===== src/rtl/sleep_pkg.sv =====
package sleep_pkg;
   localparam int NUM_DOM = 4;
   localparam int DOM_CPU = 0;
   localparam int DOM_IO  = 1;
   localparam int DOM_ADC = 2;
   localparam int DOM_TMR = 3;

   typedef enum logic [1:0] {M_IDLE, M_ADCNR, M_PSAVE, M_POFF} depth_t;
   typedef enum logic [1:0] {S_RUN, S_SLEEP, S_START, S_HALT} ctl_state_t;

   function automatic depth_t decode_depth(input logic [2:0] code);
      case (code)
         3'b001:  decode_depth = M_ADCNR;
         3'b011:  decode_depth = M_PSAVE;
         3'b010:  decode_depth = M_POFF;
         default: decode_depth = M_IDLE;
      endcase
   endfunction
endpackage


===== src/rtl/sleep_wake_filter.sv =====
module sleep_wake_filter
   import sleep_pkg::*;
#(
   parameter int              NUM_SRC    = 8,
   parameter int              CHG_BIT    = 7,
   parameter bit              GATE_CHG   = 1'b1,
   parameter logic [NUM_SRC-1:0] MASK_IDLE  = 8'hFF,
   parameter logic [NUM_SRC-1:0] MASK_ADCNR = 8'hBF,
   parameter logic [NUM_SRC-1:0] MASK_PSAVE = 8'h07,
   parameter logic [NUM_SRC-1:0] MASK_POFF  = 8'h80
) (
   input  depth_t             depth,
   input  logic [NUM_SRC-1:0] wake_req,
   input  logic               dsch_on,
   output logic               wake_hit
);
   logic [NUM_SRC-1:0] depth_mask;
   logic [NUM_SRC-1:0] src_ok;

   generate
      if (CHG_BIT >= NUM_SRC) begin : g_bad_chg
         $error("CHG_BIT must index a wake source");
      end
   endgenerate

   always_comb begin
      case (depth)
         M_ADCNR: depth_mask = MASK_ADCNR;
         M_PSAVE: depth_mask = MASK_PSAVE;
         M_POFF:  depth_mask = MASK_POFF;
         default: depth_mask = MASK_IDLE;
      endcase
   end

   for (genvar i = 0; i < NUM_SRC; i++) begin : g_src
      if (GATE_CHG && i == CHG_BIT) begin : g_chg
         assign src_ok[i] = wake_req[i] & depth_mask[i] & ~dsch_on;
      end else begin : g_plain
         assign src_ok[i] = wake_req[i] & depth_mask[i];
      end
   end

   assign wake_hit = |src_ok;
endmodule


===== src/rtl/sleep_clk_gate.sv =====
module sleep_clk_gate
   import sleep_pkg::*;
#(
   parameter logic [NUM_DOM-1:0] EN_IDLE  = 4'b1110,
   parameter logic [NUM_DOM-1:0] EN_ADCNR = 4'b1100,
   parameter logic [NUM_DOM-1:0] EN_PSAVE = 4'b1000,
   parameter logic [NUM_DOM-1:0] EN_POFF  = 4'b0000
) (
   input  ctl_state_t         state,
   input  depth_t             depth,
   output logic [NUM_DOM-1:0] clk_en
);
   logic [NUM_DOM-1:0] sleep_pat;

   always_comb begin
      case (depth)
         M_ADCNR: sleep_pat = EN_ADCNR;
         M_PSAVE: sleep_pat = EN_PSAVE;
         M_POFF:  sleep_pat = EN_POFF;
         default: sleep_pat = EN_IDLE;
      endcase
   end

   for (genvar d = 0; d < NUM_DOM; d++) begin : g_dom
      always_comb begin
         case (state)
            S_SLEEP: clk_en[d] = sleep_pat[d];
            S_START: clk_en[d] = 1'b0;
            default: clk_en[d] = 1'b1;
         endcase
      end
   end
endmodule


===== src/rtl/sleep_ctrl.sv =====
module sleep_ctrl
   import sleep_pkg::*;
#(
   parameter int NUM_SRC     = 8,
   parameter int CHG_BIT     = 7,
   parameter int HALT_CYCLES = 4
) (
   input  logic               clk,
   input  logic               rst_n,
   input  logic               sleep_en,
   input  logic [2:0]         sleep_mode,
   input  logic               sleep_exec,
   input  logic [NUM_SRC-1:0] wake_req,
   input  logic               dsch_on,
   input  logic               reset_wake,
   input  logic               startup_done,
   output logic [NUM_DOM-1:0] clk_en,
   output logic               core_halt,
   output logic               resume_vec
);
   localparam int CW = $clog2(HALT_CYCLES + 1);
   localparam logic [CW-1:0] CNT_LAST = CW'(HALT_CYCLES - 1);

   generate
      if (HALT_CYCLES < 1) begin : g_bad_halt
         $error("HALT_CYCLES must be at least 1");
      end
   endgenerate

   ctl_state_t      state_q, state_d;
   depth_t          depth_q, depth_d, filt_depth;
   logic [CW-1:0]   cnt_q, cnt_d;
   logic            vec_q, vec_d;
   logic            wake_hit;
   logic            enter_req;

   assign enter_req  = sleep_exec & sleep_en;
   assign filt_depth = (state_q == S_RUN) ? decode_depth(sleep_mode) : depth_q;

   sleep_wake_filter #(.NUM_SRC(NUM_SRC), .CHG_BIT(CHG_BIT)) u_filt (
      .depth    (filt_depth),
      .wake_req (wake_req),
      .dsch_on  (dsch_on),
      .wake_hit (wake_hit)
   );

   sleep_clk_gate u_gate (
      .state  (state_q),
      .depth  (depth_q),
      .clk_en (clk_en)
   );

   always_comb begin
      state_d = state_q;
      depth_d = depth_q;
      cnt_d   = cnt_q;
      vec_d   = vec_q;
      case (state_q)
         S_RUN: begin
            if (enter_req) begin
               depth_d = filt_depth;
               vec_d   = 1'b0;
               cnt_d   = '0;
               state_d = wake_hit ? S_HALT : S_SLEEP;
            end
         end
         S_SLEEP: begin
            if (reset_wake || wake_hit) begin
               vec_d   = reset_wake;
               cnt_d   = '0;
               state_d = (depth_q == M_POFF) ? S_START : S_HALT;
            end
         end
         S_START: begin
            if (startup_done) begin
               cnt_d   = '0;
               state_d = S_HALT;
            end
         end
         default: begin
            if (cnt_q == CNT_LAST) begin
               state_d = S_RUN;
            end else begin
               cnt_d = cnt_q + 1'b1;
            end
         end
      endcase
   end

   always_ff @(posedge clk or negedge rst_n) begin
      if (!rst_n) begin
         state_q <= S_RUN;
         depth_q <= M_IDLE;
         cnt_q   <= '0;
         vec_q   <= 1'b0;
      end else begin
         state_q <= state_d;
         depth_q <= depth_d;
         cnt_q   <= cnt_d;
         vec_q   <= vec_d;
      end
   end

   assign core_halt  = (state_q != S_RUN);
   assign resume_vec = vec_q;

   // entry request without sleep enable keeps the core running
   p_no_entry_r1: assert property (@(posedge clk) disable iff (!rst_n)
      (state_q == S_RUN && sleep_exec && !sleep_en) |=> !core_halt);

   // CPU clock is off whenever the block is asleep
   p_cpu_off_r8: assert property (@(posedge clk) disable iff (!rst_n)
      (state_q == S_SLEEP) |-> !clk_en[DOM_CPU]);

   // start-up wait holds until the clock system reports ready
   p_start_hold_r6: assert property (@(posedge clk) disable iff (!rst_n)
      (state_q == S_START && !startup_done) |=> (state_q == S_START && clk_en == '0));

   // release happens only at the end of the halt window
   p_halt_len_r5: assert property (@(posedge clk) disable iff (!rst_n)
      $fell(core_halt) |-> ($past(state_q) == S_HALT && $past(cnt_q) == CNT_LAST));

   // reset request during sleep selects the reset vector
   p_reset_vec_r7: assert property (@(posedge clk) disable iff (!rst_n)
      (state_q == S_SLEEP && reset_wake) |=> resume_vec);

   // aborted entry never enters the start-up wait
   p_abort_r9: assert property (@(posedge clk) disable iff (!rst_n)
      (state_q == S_RUN && enter_req && wake_hit) |=> (state_q == S_HALT && clk_en == '1));
endmodule


===== config.mk =====
export PLATFORM = sky130hd
export DESIGN_NAME = sleep_ctrl
export DESIGN_NICKNAME = d
export VERILOG_FILES = /design/src/rtl/sleep_pkg.sv /design/src/rtl/sleep_wake_filter.sv /design/src/rtl/sleep_clk_gate.sv /design/src/rtl/sleep_ctrl.sv
export SDC_FILE = /design/constraint.sdc
export NUM_CORES = 1
export LEC_CHECK = 0
export BUFFER_PORTS_ARGS = -buffer_cell sky130_fd_sc_hd__buf_4
export CAP_MARGIN = 5
export CORE_MARGIN = 2
export CORE_UTILIZATION = 43
export DETAILED_ROUTE_END_ITERATION = 10
export PLACE_DENSITY = 0.69
export SYNTH_ARGS = -nofsm -noshare
export SYNTH_HDL_FRONTEND = slang
export SYNTH_SLANG_ARGS = --single-unit

===== constraint.sdc =====
create_clock -name clk -period 2.65 [get_ports clk]
set_input_delay 0 -clock clk [delete_from_list [all_inputs] [get_ports clk]]
set_output_delay 0 -clock clk [all_outputs]
set_load 0.05 [all_outputs]

==> impl_metrics.py <==
metrics = {
    "finish": {
        "num-nets-final": 135,
        "fin_area_um2": 975,
        "synthToLayoutAreaGrowth_pct": 28.3,
        "diodes": 0,
        "drive_above_1_share_pct": 33.0,
    },
    "clock_tree": {
        "clk_pin_slew_ns": 0.06,
        "cts.repair.resized": 0,
        "clkSinkCount": 8,
        "clock_path_buffers": 2,
        "cts_max_level": 1,
        "cts-root-buf": "clkbuf_4",
        "post-cts-setup-buffers": 0,
        "numCtsBuffers": 3,
        "cts_tree": "yes",
        "clock_latency_ns": 0.25,
    },
    "sta": {
        "fmax_mhz": 420,
        "timing.final.ws_setup_ns": 0.267,
        "hold_ws_ns": 0.0630,
        "tightest_slew_ns": 0.427,
        "min_period_ns": 2.38,
        "finalSetupViolations": 0,
        "drv_slew": 0,
        "hold_viol": 0,
        "finalCritPeriodShare_pct": 89.9,
        "final.setup.tns_ns": 0,
        "slew_headroom_pct": 71.6,
        "clock_skew_ns": 0.00664,
        "rsz0062_at_grt": "false",
    },
    "yosys": {
        "ys_async_sr_fraction_pct": 100,
        "synth_edf_count": 0,
        "ys_warn_count": 0,
        "syn_area_per_cell_um2": 9.15,
        "synth_cells": 83,
        "synth_cell_types": 36,
        "synth_nets": 107,
        "ys_top_cells_by_count": "dfrtp_1, nand2_1",
        "synth_area_leaders": "dfrtp_1, ha_1, nor2b_1, mux2i_1, mux2_4",
        "synth_ff_type": "dfrtp_1",
        "synth_top_area_cell": "dfrtp_1",
        "seq_area_frac_synth_pct": 26.4,
        "yosysTopAreaCellShare_pct": 26.4,
        "syn-cell-area_um2": 759,
        "synth-seq-cells": 8,
    },
    "global_route": {
        "grt_busiest_layer": "met2",
        "grt_pass1_wl_um": 2860,
        "gr-total-overflow": 0,
        "grt_max_degree": 14,
        "grt_util_met1_pct": 26.7,
        "gr-usage-met3_pct": 3.57,
        "grt_pass1_vias": 634,
        "antenna_found_initial": 0,
        "track_usage_pct": 19.1,
        "use_met2_pct": 28.9,
    },
    "pwr": {
        "p_leak_uw": 0.000460,
        "powerDensity_mw_per_mm2": 1270,
        "irDropWorstVdd_mv": 0.663,
    },
    "floorplan": {
        "initial_core_util_pct": 45.0,
        "rows": 15,
        "core_mm2": 0.00169,
        "dieArea_mm2": 0.00212,
        "pin_count": 24,
        "die_w_um": 46.0,
        "dieHeight_um": 46.0,
    },
    "setup_path": {
        "path_class": "reg -> reg",
        "crit_path_end_kind": "register",
        "crit_path_max_fanout": 13,
        "critPathTopFamily": "simple AND/OR/NAND/NOR gates",
        "crit_buf_inv": 1,
        "worstSetupStartpointType": "register",
        "reg2reg_depth": 7,
        "slowest_delay_ns": 0.42,
        "arrival_ns": 2.52,
        "worstPathRequired_ns": 2.79,
        "worst-path-stages": 7,
        "crit_path_cell_trace": "inv_1 > ha_1 > nor2b_1 > a22oi_2 > a2111oi_4 > and4bb_4 > mux2_4",
        "crit_slowest_cell": "ha_1",
    },
    "placed_design": {
        "pre_cts_slack_ns": 0.273,
        "dp_hpwl_um": 1420,
        "place_area_um2": 942,
        "port_buffers": 23,
        "gp_congestion": 0.844,
    },
    "routing": {
        "wirelength_um": 1730,
        "drtIter0Drc": 13,
        "wl_per_cell_um": 13.7,
        "drtAntennaViolNets": 0,
        "vias_per_cell": 5.56,
        "first_pass_iters": 4,
        "drc": 0,
        "vias": 701,
    },
    "run_status": {
        "outcome": "finished, final reports clean",
    },
    "worst_hold_path": {
        "min_path_type": "in -> reg",
        "min_path_cells": 3,
    },
    "run": {
        "maxCapViolations": 0,
    },
}
-- placed cells by master (no fill, tap or decap), types with 2 or more instances in the layout --
cell type | netlist | routed
ha_1 | 6 | 6
nor2_1 | 6 | 6
mux2_4 | 2 | 2
nand2_1 | 8 | 8
nor2b_1 | 6 | 6
clkbuf_4 | 0 | 3
mux2i_1 | 3 | 3
a21oi_1 | 4 | 4
o21ai_0 | 4 | 4
buf_4 | 0 | 23
o211ai_1 | 2 | 2
inv_1 | 6 | 6
nand3_1 | 2 | 2
nand2b_1 | 3 | 3
dfrtp_1 | 8 | 8
-- cells by family after synthesis --
kind of cell    after synthesis  share of synthesized area [%]
fa+ha+maj                     6                           9.88
buf+inv                       8                           4.94
flops                         8                           26.4
mux                           6                           9.39
simple gates                 33                           26.2
compound gates               21                           22.1
xor+xnor                      1                           1.15
-- repair_timing --
| action | in CTS | in global routing |
|---|---|---|
| hold buffers | 1 | 0 |
| endpoints found under the hold margin | 8 | 0 |
| endpoints found under the setup margin | 0 | 0 |
-- per-layer routing --
| layer | vias to the layer above | part of all wire [%] |
|---|---|---|
| li1 | 350 | - |
| met1 | 330 | 47 |
| met2 | 19 | 47 |
| met3 | 2 | 5.3 |
| met4 | 0 | 0.70 |
| met5 | - | 0 |
-- power breakdown --
group          switching, µW  total, µW  leakage, µW  internal [µW]
sequential              55.8        229     0.000103            173
combinational            546        914     0.000343            368
clock                   42.3       94.1    0.0000138           51.9
-- worst reg2reg max path, delay by kind of cell (launching register included) --
family,cells,cell delay (ns)
AND/OR/NAND/NOR,2,0.54
flip-flops,1,0.41
buffers and inverters,1,0.09
multiplexers,1,0.29
AO/OA/AOI/OAI,2,0.52
adder cells (fa/ha/maj),1,0.42
-- cell type report --
| type | count | area, µm² |
|---|---|---|
| inverter | 7 | 26.3 |
| clock buffer | 3 | 22.5 |
| fill | 150 | 714 |
| tap | 17 | 21.3 |
| multi-input combinational | 67 | 522 |
| sequential | 8 | 200 |
| timing repair buffer | 24 | 183 |
-- stage by stage --
step	total power, µW	std cells	utilization, %
4_1_cts	1240	126	57.7
6_report	1240	126	57.7
2_1_floorplan	930	83	-
3_5_place_dp	1140	122	55.8
5_1_grt	1320	126	57.7
3_3_place_gp	1110	122	55.8
-- flip-flops by register name (all words and copies together) (netlist names) --
| signal | flops |
|---|---|
| cnt_q | 3 |
| depth_q | 2 |
| resume_vec | 1 |
| state_q | 2 |
-- path summary, 6_finish.rpt --
path	startpoint	to	slack [ns]
setup / recovery	state_q[0]	cnt_q[0]	0.27
hold / removal	sleep_mode[2]	depth_q[0]	0.06
setup reg to reg	state_q[0]	cnt_q[0]	0.27
hold reg to reg	cnt_q[1]	cnt_q[1]	0.53
max in group asynchronous	rst_n	state_q[1]	2.40
min in group asynchronous	rst_n	state_q[0]	0.11
Power figures use the tool's default switching activity.
